`config.mk`:
```
export PLATFORM = sky130hd
export DESIGN_NAME = sa_top
export DESIGN_NICKNAME = d
export VERILOG_FILES = /design/src/rtl/sa_pkg.sv /design/src/rtl/sa_delay.sv /design/src/rtl/sa_pe.sv /design/src/rtl/sa_top.sv
export SDC_FILE = /design/constraint.sdc
export NUM_CORES = 2
export LEC_CHECK = 0
export BUFFER_PORTS_ARGS = -buffer_cell sky130_fd_sc_hd__buf_2
export CORE_ASPECT_RATIO = 0.6
export CORE_MARGIN = 2
export CORE_UTILIZATION = 35
export CTS_BUF_LIST = sky130_fd_sc_hd__clkbuf_2
export CTS_CLUSTER_SIZE = 16
export DETAILED_ROUTE_END_ITERATION = 6
export GPL_TIMING_DRIVEN = 0
export HOLD_SLACK_MARGIN = 0.05
export PLACE_DENSITY = 0.59
export SLEW_MARGIN = 0
export SYNTH_ARGS = -nofsm -noshare
export SYNTH_HDL_FRONTEND = slang
export SYNTH_SLANG_ARGS = --single-unit
export TNS_END_PERCENT = 1
```
`constraint.sdc`:
```
create_clock -name clk -period 18.75 [get_ports clk]
set_input_delay 1.875 -clock clk [delete_from_list [all_inputs] [get_ports clk]]
set_output_delay 1.875 -clock clk [all_outputs]
set_load 0.01 [all_outputs]
```
`src/rtl/sa_pkg.sv`:
```
package sa_pkg;
  localparam int ACT_W = 8;
  localparam int SUM_W = 32;
  localparam int PRD_W = 2 * ACT_W;

  // one multiply-accumulate step of a cell, wrapping in SUM_W bits
  function automatic logic signed [SUM_W-1:0] mac_step(
    input logic signed [SUM_W-1:0] psum,
    input logic signed [ACT_W-1:0] act,
    input logic signed [ACT_W-1:0] wgt
  );
    logic signed [PRD_W-1:0] prod;
    prod = act * wgt;
    return psum + SUM_W'(prod);
  endfunction
endpackage

```
`src/rtl/sa_delay.sv`:
```
module sa_delay #(
  parameter int W = 8,
  parameter int D = 1
) (
  input  logic         clk,
  input  logic         rst,
  input  logic [W-1:0] din,
  output logic [W-1:0] dout
);
  generate
    if (D == 0) begin : g_wire
      assign dout = din;
    end else begin : g_regs
      logic [W-1:0] st [D];
      always_ff @(posedge clk) begin
        if (rst) begin
          for (int k = 0; k < D; k++) st[k] <= '0;
        end else begin
          st[0] <= din;
          for (int k = 1; k < D; k++) st[k] <= st[k-1];
        end
      end
      assign dout = st[D-1];
    end
  endgenerate
endmodule

```
`src/rtl/sa_pe.sv`:
```
module sa_pe
  import sa_pkg::*;
(
  input  logic                    clk,
  input  logic                    rst,
  input  logic                    wshift,
  input  logic        [ACT_W-1:0] w_in,
  output logic        [ACT_W-1:0] w_out,
  input  logic signed [ACT_W-1:0] a_in,
  input  logic                    v_in,
  input  logic signed [SUM_W-1:0] s_in,
  output logic signed [ACT_W-1:0] a_out,
  output logic                    v_out,
  output logic signed [SUM_W-1:0] s_out
);
  logic [ACT_W-1:0] w_q;

  // weight register: shifted only on load, untouched by reset
  always_ff @(posedge clk) begin
    if (wshift) w_q <= w_in;
  end

  always_ff @(posedge clk) begin
    if (rst) begin
      a_out <= '0;
      v_out <= 1'b0;
      s_out <= '0;
    end else begin
      a_out <= a_in;
      v_out <= v_in;
      s_out <= v_in ? mac_step(s_in, a_in, $signed(w_q)) : s_in;
    end
  end

  assign w_out = w_q;
endmodule

```
`src/rtl/sa_top.sv`:
```
module sa_top
  import sa_pkg::*;
#(
  parameter int N = 4
) (
  input  logic               clk,
  input  logic               rst,
  input  logic               wload_en,
  input  logic [N*ACT_W-1:0] wload_col,
  input  logic [N*ACT_W-1:0] act_in,
  input  logic               act_valid,
  output logic [N*SUM_W-1:0] res_out,
  output logic               res_valid
);
  localparam int LAT = 2 * N - 1;

  logic signed [ACT_W-1:0] a_h [N][N+1];
  logic                    v_h [N][N+1];
  logic signed [SUM_W-1:0] s_v [N+1][N];
  logic        [ACT_W-1:0] w_v [N+1][N];

  // named internal events for the checker
  logic                     accept;
  logic [N-1:0]             col_vld;
  logic [N-1:0]             v_exit;
  logic [N*ACT_W-1:0]       a_exit;
  logic [N*N*ACT_W-1:0]     wgt_all;

  assign accept = act_valid & ~wload_en;

  for (genvar i = 0; i < N; i++) begin : g_row
    logic [ACT_W-1:0] a_gated;
    assign a_gated = act_in[i*ACT_W +: ACT_W] & {ACT_W{accept}};

    sa_delay #(.W(ACT_W + 1), .D(i)) u_skew (
      .clk (clk),
      .rst (rst),
      .din ({accept, a_gated}),
      .dout({v_h[i][0], a_h[i][0]})
    );

    for (genvar j = 0; j < N; j++) begin : g_col
      sa_pe u_pe (
        .clk   (clk),
        .rst   (rst),
        .wshift(wload_en),
        .w_in  (w_v[i][j]),
        .w_out (w_v[i+1][j]),
        .a_in  (a_h[i][j]),
        .v_in  (v_h[i][j]),
        .s_in  (s_v[i][j]),
        .a_out (a_h[i][j+1]),
        .v_out (v_h[i][j+1]),
        .s_out (s_v[i+1][j])
      );
      assign wgt_all[(i*N+j)*ACT_W +: ACT_W] = w_v[i+1][j];
    end

    assign v_exit[i]                 = v_h[i][N];
    assign a_exit[i*ACT_W +: ACT_W]  = a_h[i][N];
  end

  for (genvar j = 0; j < N; j++) begin : g_edge
    assign s_v[0][j] = '0;
    assign w_v[0][j] = wload_col[j*ACT_W +: ACT_W];

    sa_delay #(.W(SUM_W + 1), .D(N - 1 - j)) u_deskew (
      .clk (clk),
      .rst (rst),
      .din ({v_h[N-1][j+1], s_v[N][j]}),
      .dout({col_vld[j], res_out[j*SUM_W +: SUM_W]})
    );
  end

  assign res_valid = col_vld[N-1];
endmodule

```
# Word-level counts from Yosys, hierarchy flattened
# Memories as Yosys holds them, arrays and structs flattened.
# Cells that the tools add are included.
dict set report classes {
  n_mul 16
  n_addsub 12
  n_bitwise 20
  mux 29
  reduce_logical 6
}
# op n
set op_table {}
lappend op_table {{32-bit 2-to-1 mux} 12}
lappend op_table {{32-bit by 16-bit adder with 32-bit output} 8}
lappend op_table {{8-bit by 8-bit multiplier with 16-bit output} 16}
lappend op_table {{33-bit 2-to-1 mux} 6}
lappend op_table {{16-bit by 16-bit adder with 17-bit output} 4}
lappend op_table {{9-bit 2-to-1 mux} 6}
lappend op_table {{33-bit OR reduction} 1}
lappend op_table {{8-bit AND} 4}
lappend op_table {{1-bit OR} 10}
lappend op_table {{9-bit OR reduction} 1}
lappend op_table {{2-bit OR reduction} 4}
lappend op_table {{1-bit 2-to-1 mux} 5}
lappend op_table {{1-bit inverter} 5}
lappend op_table {{1-bit AND} 1}
dict set report word_totals {
  n_memories 6
  regBits 685
  mem_bits_rw 252
  output_inout_bits 129
}
# name words word_bits read_ports rd_clocked_by_memory_dff write_ports line
set mem_list {}
lappend mem_list {{g_edge[0].u_deskew.g_regs.st} 3 33 3 0 3 sa_delay.sv:14} ;# logic [W-1:0] st [D];
lappend mem_list {{g_edge[1].u_deskew.g_regs.st} 2 33 2 0 2 sa_delay.sv:14}
lappend mem_list {{g_edge[2].u_deskew.g_regs.st} 1 33 1 0 1 sa_delay.sv:14}
lappend mem_list {{g_row[3].u_skew.g_regs.st} 3 9 3 0 3 sa_delay.sv:14}
lappend mem_list {{g_row[2].u_skew.g_regs.st} 2 9 2 0 2 sa_delay.sv:14}
lappend mem_list {{g_row[1].u_skew.g_regs.st} 1 9 1 0 1 sa_delay.sv:14}

# Depth between registers and ports, before layout
dict set report depth {
  depth_word 4
  depth_mapped 23
  ltp_nobuf 22
}

# Modules after synthesis
# Synthesis repeated with hierarchy kept, for this count alone.
dict set report unflattened {
  cells_unflattened 11848
  hier_area_um2 121809.3
}
# module area_each_um2 cells_per_inst n_inst
set by_module_without_submodules {}
lappend by_module_without_submodules {{sa_pe at g_row[1].g_col[0].u_pe ...} 7146.9 705 9}
lappend by_module_without_submodules {{sa_pe at g_row[3].g_col[2].u_pe ...} 7159.4 708 2}
lappend by_module_without_submodules {{sa_pe at g_row[0].g_col[1].u_pe ...} 6914.1 666 2}
lappend by_module_without_submodules {{sa_pe at g_row[3].g_col[1].u_pe} 7138.1 697 1}
lappend by_module_without_submodules {{sa_pe at g_row[0].g_col[3].u_pe} 7109.3 686 1}
lappend by_module_without_submodules {{sa_pe at g_row[0].g_col[0].u_pe} 6967.9 678 1}
lappend by_module_without_submodules {{sa_delay at g_edge[0].u_deskew} 2922.8 242 1}
lappend by_module_without_submodules {{sa_delay at g_edge[1].u_deskew} 2044.5 172 1}
lappend by_module_without_submodules {{sa_delay at g_edge[2].u_deskew} 889.6 69 1}
lappend by_module_without_submodules {{sa_delay at g_row[3].u_skew} 817.0 65 1}
lappend by_module_without_submodules {{sa_delay at g_row[2].u_skew} 556.8 46 1}
lappend by_module_without_submodules {sa_top 342.8 40 1}
lappend by_module_without_submodules {{sa_delay at g_edge[3].u_deskew} 247.7 33 1}
lappend by_module_without_submodules {{sa_delay at g_row[1].u_skew} 236.5 18 1}
lappend by_module_without_submodules {{sa_delay at g_row[0].u_skew} 67.6 9 1}

# Worst setup path before layout
# OpenSTA, ideal clock, no wires.
dict set report synth_path {
  kind {register to register}
  from {register g_row[3].g_col[0].u_pe.a_out[7]}
  to {register g_row[3].g_col[1].u_pe.s_out[30]}
  synth_period_minus_slack_ns 6.503
  setup_slack_ns 12.247
  path_stages_with_launch 21
  setup_ns 0.137
  arrival_ns 6.366
  path_cell_list {dfxtp_1 -> clkbuf_1 -> and2_1 -> inv_1 -> fa_1 -> inv_1 -> fa_1 -> fa_1 -> fa_1 -> fa_1 -> ha_1 -> o211a_1 -> o31ai_1 -> a31oi_1 -> a211oi_2 -> a2111oi_2 -> o41ai_1 -> a21oi_1 -> nor2_1 -> xor2_1 -> a211oi_1}
}
dict set report synth_via {
  elab_chain_len 3
}
# item line
set synth_lines {}
lappend synth_lines {{start: declaration} sa_pe.sv:12} ;# output logic signed [ACT_W-1:0] a_out,
lappend synth_lines {{start signal: assignment} sa_pe.sv:29} ;# a_out <= a_in;
lappend synth_lines {{8-bit by 8-bit multiplier with 16-bit output} sa_pkg.sv:13} ;# prod = act * wgt;
lappend synth_lines {{32-bit by 16-bit adder with 32-bit output} sa_pkg.sv:14} ;# return psum + SUM_W'(prod);
lappend synth_lines {{32-bit 2-to-1 mux} sa_pe.sv:31} ;# s_out <= v_in ? mac_step(s_in, a_in, $signed(w_q)) : s_in;
lappend synth_lines {{end signal: assignment} sa_pe.sv:31}
lappend synth_lines {{end: declaration} sa_pe.sv:14} ;# output logic signed [SUM_W-1:0] s_out
# No other way between the ends.
# A chain may end at the register's enable or synchronous reset.

==> impl_metrics.py <==
metrics = {
    "synthesis": {
        "ys.flop_type": "dfxtp_1",
        "synth.net_count": 10200,
        "synth_edf_count": 128,
        "synthCells": 8001,
        "yosys.area.top_type": "fa_1",
        "ys_types": 71,
        "ys_async_sr_fraction_pct": 0,
        "synth.ff_latch_count": 859,
        "yosysSeqAreaShare_pct": 22.5,
        "synth_top_cells_by_count": "inv_1 (1,513), fa_1 (1,404), ha_1 (740)",
        "synth.top_cell.area_share_pct": 34.2,
        "ys_warn_count": 0,
        "yosysMostFrequentCell": "inv_1",
        "netlist_top_cells_area": "fa_1 (34%), dfxtp_1 (18%), ha_1 (11%)",
        "postSynthAreaPerCell_sq_um": 10.3,
        "synthesis.area_sq_um": 82300,
    },
    "timing": {
        "setup_viol": 0,
        "fin_ws_ns": 11.09,
        "fmax_mhz": 131,
        "slew_viol_final": 0,
        "fin_setup_tns_ns": 0,
        "slew_headroom_pct": 6.79,
        "fin_skew_ns": 0.321,
        "rsz0062_at_grt": "no",
        "period_share_pct": 40.8,
        "worstMarginPinSlew_ns": 1.40,
        "min_period_ns": 7.66,
        "hold_viol": 0,
    },
    "critical_path": {
        "end_kind": "flop",
        "slowest_stage": "and2_2",
        "startpoint_type": "flop",
        "worstPathMaxFanout": 25,
        "max_stage_delay_ns": 0.85,
        "critPathMostFrequentCell": "fa_1",
        "r2r-start": "g_row[3].u_skew.g_regs.st[0][25]",
        "r2r_cells": 20,
        "critPathRequiredTime_ns": 20.31,
        "critPathKind": "reg2reg",
        "crit_arrival_ns": 9.22,
        "path_cells": "clkbuf_1, and2_2, inv_1, fa_1, inv_1, fa_1, fa_1, fa_1, fa_1, ha_1, nand3_1, a2bb2oi_1, a211oi_1, a21oi_1, o211ai_1, a41oi_1, and2_1, o21bai_1, mux2_2, a21oi_1",
        "ff2ff_setup_slack_ns": 11.09,
        "reg2reg_to": "g_row[3].g_col[0].u_pe.s_out[31]",
    },
    "cells_and_area": {
        "nets": 10600,
        "fin_util_pct": 38.4,
        "nFillCells": 23300,
        "postLayoutCellArea_sq_um": 89500,
        "drive_gt1_share_pct": 7.60,
        "syn2layout_area_growth_pct": 8.73,
    },
    "clocking": {
        "holdBufCountCts": 0,
        "cts_buffers": 223,
        "cts_root_buf": "clkbuf_2",
        "ctsResizeCount": 0,
        "cts.clk_slew.worst_paths_ns": 0.11,
        "htreeDepth": 4,
        "clkLatencyLatePin_ns": 1.72,
        "clockBufferDepth": 4,
        "cts_tree": "yes",
        "numClockSinks": 859,
        "cts_setup_buffers": 0,
    },
    "run_status": {
        "status": "finished, final reports clean",
    },
    "drt": {
        "dr.pass1.iters": 7,
        "wire_per_inst_um": 18.3,
        "antenna_left": 0,
        "drt_wl_total_mm": 214,
        "via_count": 54200,
        "drt_iter0_markers": 3420,
        "viasPerCell": 4.63,
        "drc": 0,
    },
    "die": {
        "start_util_pct": 35.3,
        "rows": 137,
        "boundaryPins": 197,
        "die_area_sq_um": 239000,
        "core_area_sq_um": 233000,
        "die_height_um": 380,
        "fp.dieW_um": 630,
    },
    "power_and_ir_drop": {
        "total_power_mw": 4.50,
        "p_leak_nw": 43.9,
        "vdd_drop_max_v": 0.0000307,
        "p_per_area_nw_per_um2": 50.3,
    },
    "place": {
        "dp_slack_ns": 11.20,
        "place_congestion": 0.923,
        "placed_cell_area_sq_um": 87300,
        "portBuffers": 195,
        "hpwl_mm": 179,
    },
    "global_route": {
        "grt_pass1_wl_mm": 341,
        "antenna_found_initial": 20,
        "grt_pass1_vias": 58400,
        "grt_max_degree": 89,
        "grt.overflow.total": 0,
        "grt.total_usage_pct": 18.3,
    },
    "job": {
        "cap_violations": 0,
    },
    "hold_path": {
        "min-delay-start": "g_row[1].g_col[0].u_pe.s_out[5]",
        "hold-path-cell-count": 2,
        "hold_path_class": "reg2reg",
        "min_to": "g_row[2].g_col[0].u_pe.s_out[5]",
    },
}
[cells in the final DEF, fill, tap and decap left out, types with 12 or more instances in the layout]
cell type	synthesis	layout
inv_1	1513	1513
fa_1	1404	1404
ha_1	740	740
dfxtp_1	731	731
and2_1	538	531
nand2_1	477	477
nor2_1	396	396
nor2b_1	386	386
clkbuf_2	0	323
xnor2_1	215	215
buf_2	1	195
mux2i_1	184	184
a21oi_1	159	159
o21ai_0	158	158
clkbuf_1	150	140
edfxtp_1	128	128
nand2b_1	89	89
xor2_1	89	89
a21o_1	73	73
buf_4	64	64
nand3_1	62	62
and3_1	52	52
a211oi_1	52	52
nor3_1	48	48
clkinv_1	0	45
o21a_1	34	34
a31oi_1	25	25
clkinv_2	0	24
o31ai_1	23	23
o21bai_1	21	21
a21boi_0	18	18
or3_1	16	16
o22ai_1	14	14
o211ai_1	13	13
o41ai_1	12	12
buf_1	12	12
[power breakdown]
part | switching [mW] | leakage, nW | internal (mW)
combinational | 0.616 | 35.1 | 0.455
sequential | 0.0892 | 7.15 | 1.92
clock | 0.841 | 1.60 | 0.581
total | 1.55 | 43.9 | 2.96
[flip-flops by register name, indices dropped and copies added (netlist names)]
name and cells:
g_edge.u_deskew.g_regs.st 194, g_row.u_skew.g_regs.st 50, g_row.g_col.u_pe.w_out 128, g_row.g_col.u_pe.s_out 388, g_row.g_col.u_pe.a_out 96, g_row.g_col.u_pe.v_out 3
[worst max path at each step]
stage | from | slack (ns) | cells after the start | endpoint
final | g_row[3].u_skew.g_regs.st[0][25] | 11.09 | 20 | g_row[3].g_col[0].u_pe.s_out[31]
after floorplan | g_row[3].g_col[0].u_pe.a_out[7] | 12.25 | 20 | g_row[3].g_col[1].u_pe.s_out[30]
after CTS | g_row[3].u_skew.g_regs.st[0][25] | 11.29 | 18 | g_row[3].g_col[0].u_pe.s_out[31]
after detailed placement | g_row[3].u_skew.g_regs.st[0][25] | 11.20 | 18 | g_row[3].g_col[0].u_pe.s_out[31]
after global routing | g_row[3].u_skew.g_regs.st[0][25] | 10.78 | 19 | g_row[3].g_col[0].u_pe.s_out[30]
after global placement | wload_en | 8.98 | 23 | g_row[0].g_col[0].u_pe.s_out[15]
[area by class of cell]
class                      count  area, sq um  share of cell area [%]
clock buffer                 313         1570                    1.75
sequential                   859        18500                    20.6
inverter                    1513         5680                    6.35
multi-input combinational   5402        57100                    63.8
antenna                        7         17.5                  0.0196
tap                         3127         3910                    4.37
buffer                       227         1110                    1.24
clock inverter                81          586                   0.654
timing repair buffer         199         1080                    1.21
[metal layers]
metal | vias to the layer above | track usage (%) | part of all wire, %
met1 | 26800 | 28.2 | 51
met5 | - | 0 | 0.043
met3 | 281 | 6.03 | 9.3
li1 | 25600 | - | -
met2 | 1536 | 24.2 | 37
met4 | 16 | 4.45 | 2.4
[through the flow]
stage / instances / hold slack (ns)
after floorplan: 8001 / 0.414
after global placement: 11300 / 0.426
after detailed placement: 11300 / 0.420
after CTS: 11700 / 0.232
after global routing: 11700 / 0.278
final: 11700 / 0.295
[worst max-delay path, delay by kind of cell, from the launching register on]
kind | cells | cell delay [ns]
AOI/OAI and AO/OA | 7 | 2.23
adders and majority gates | 6 | 2.88
buffers and inverters | 3 | 0.53
DFF | 1 | 0.32
muxes | 1 | 0.40
and+or+nand+nor | 3 | 1.22
[logic make-up (layout without fill, tap and decap cells)]
logic type / count (synthesis) / count (layout) / share of synthesized area [%]
fa+ha+maj: 2144 / 2144 / 45.4
simple gates: 2096 / 2096 / 13.2
buf+inv: 1740 / 2333 / 8.23
flops: 859 / 859 / 22.5
compound gates: 665 / 665 / 5.16
xor+xnor: 304 / 304 / 3.24
mux: 193 / 193 / 2.36
other cells: 0 / 7 / 0
No activity file was read; power rests on OpenSTA's default activity.
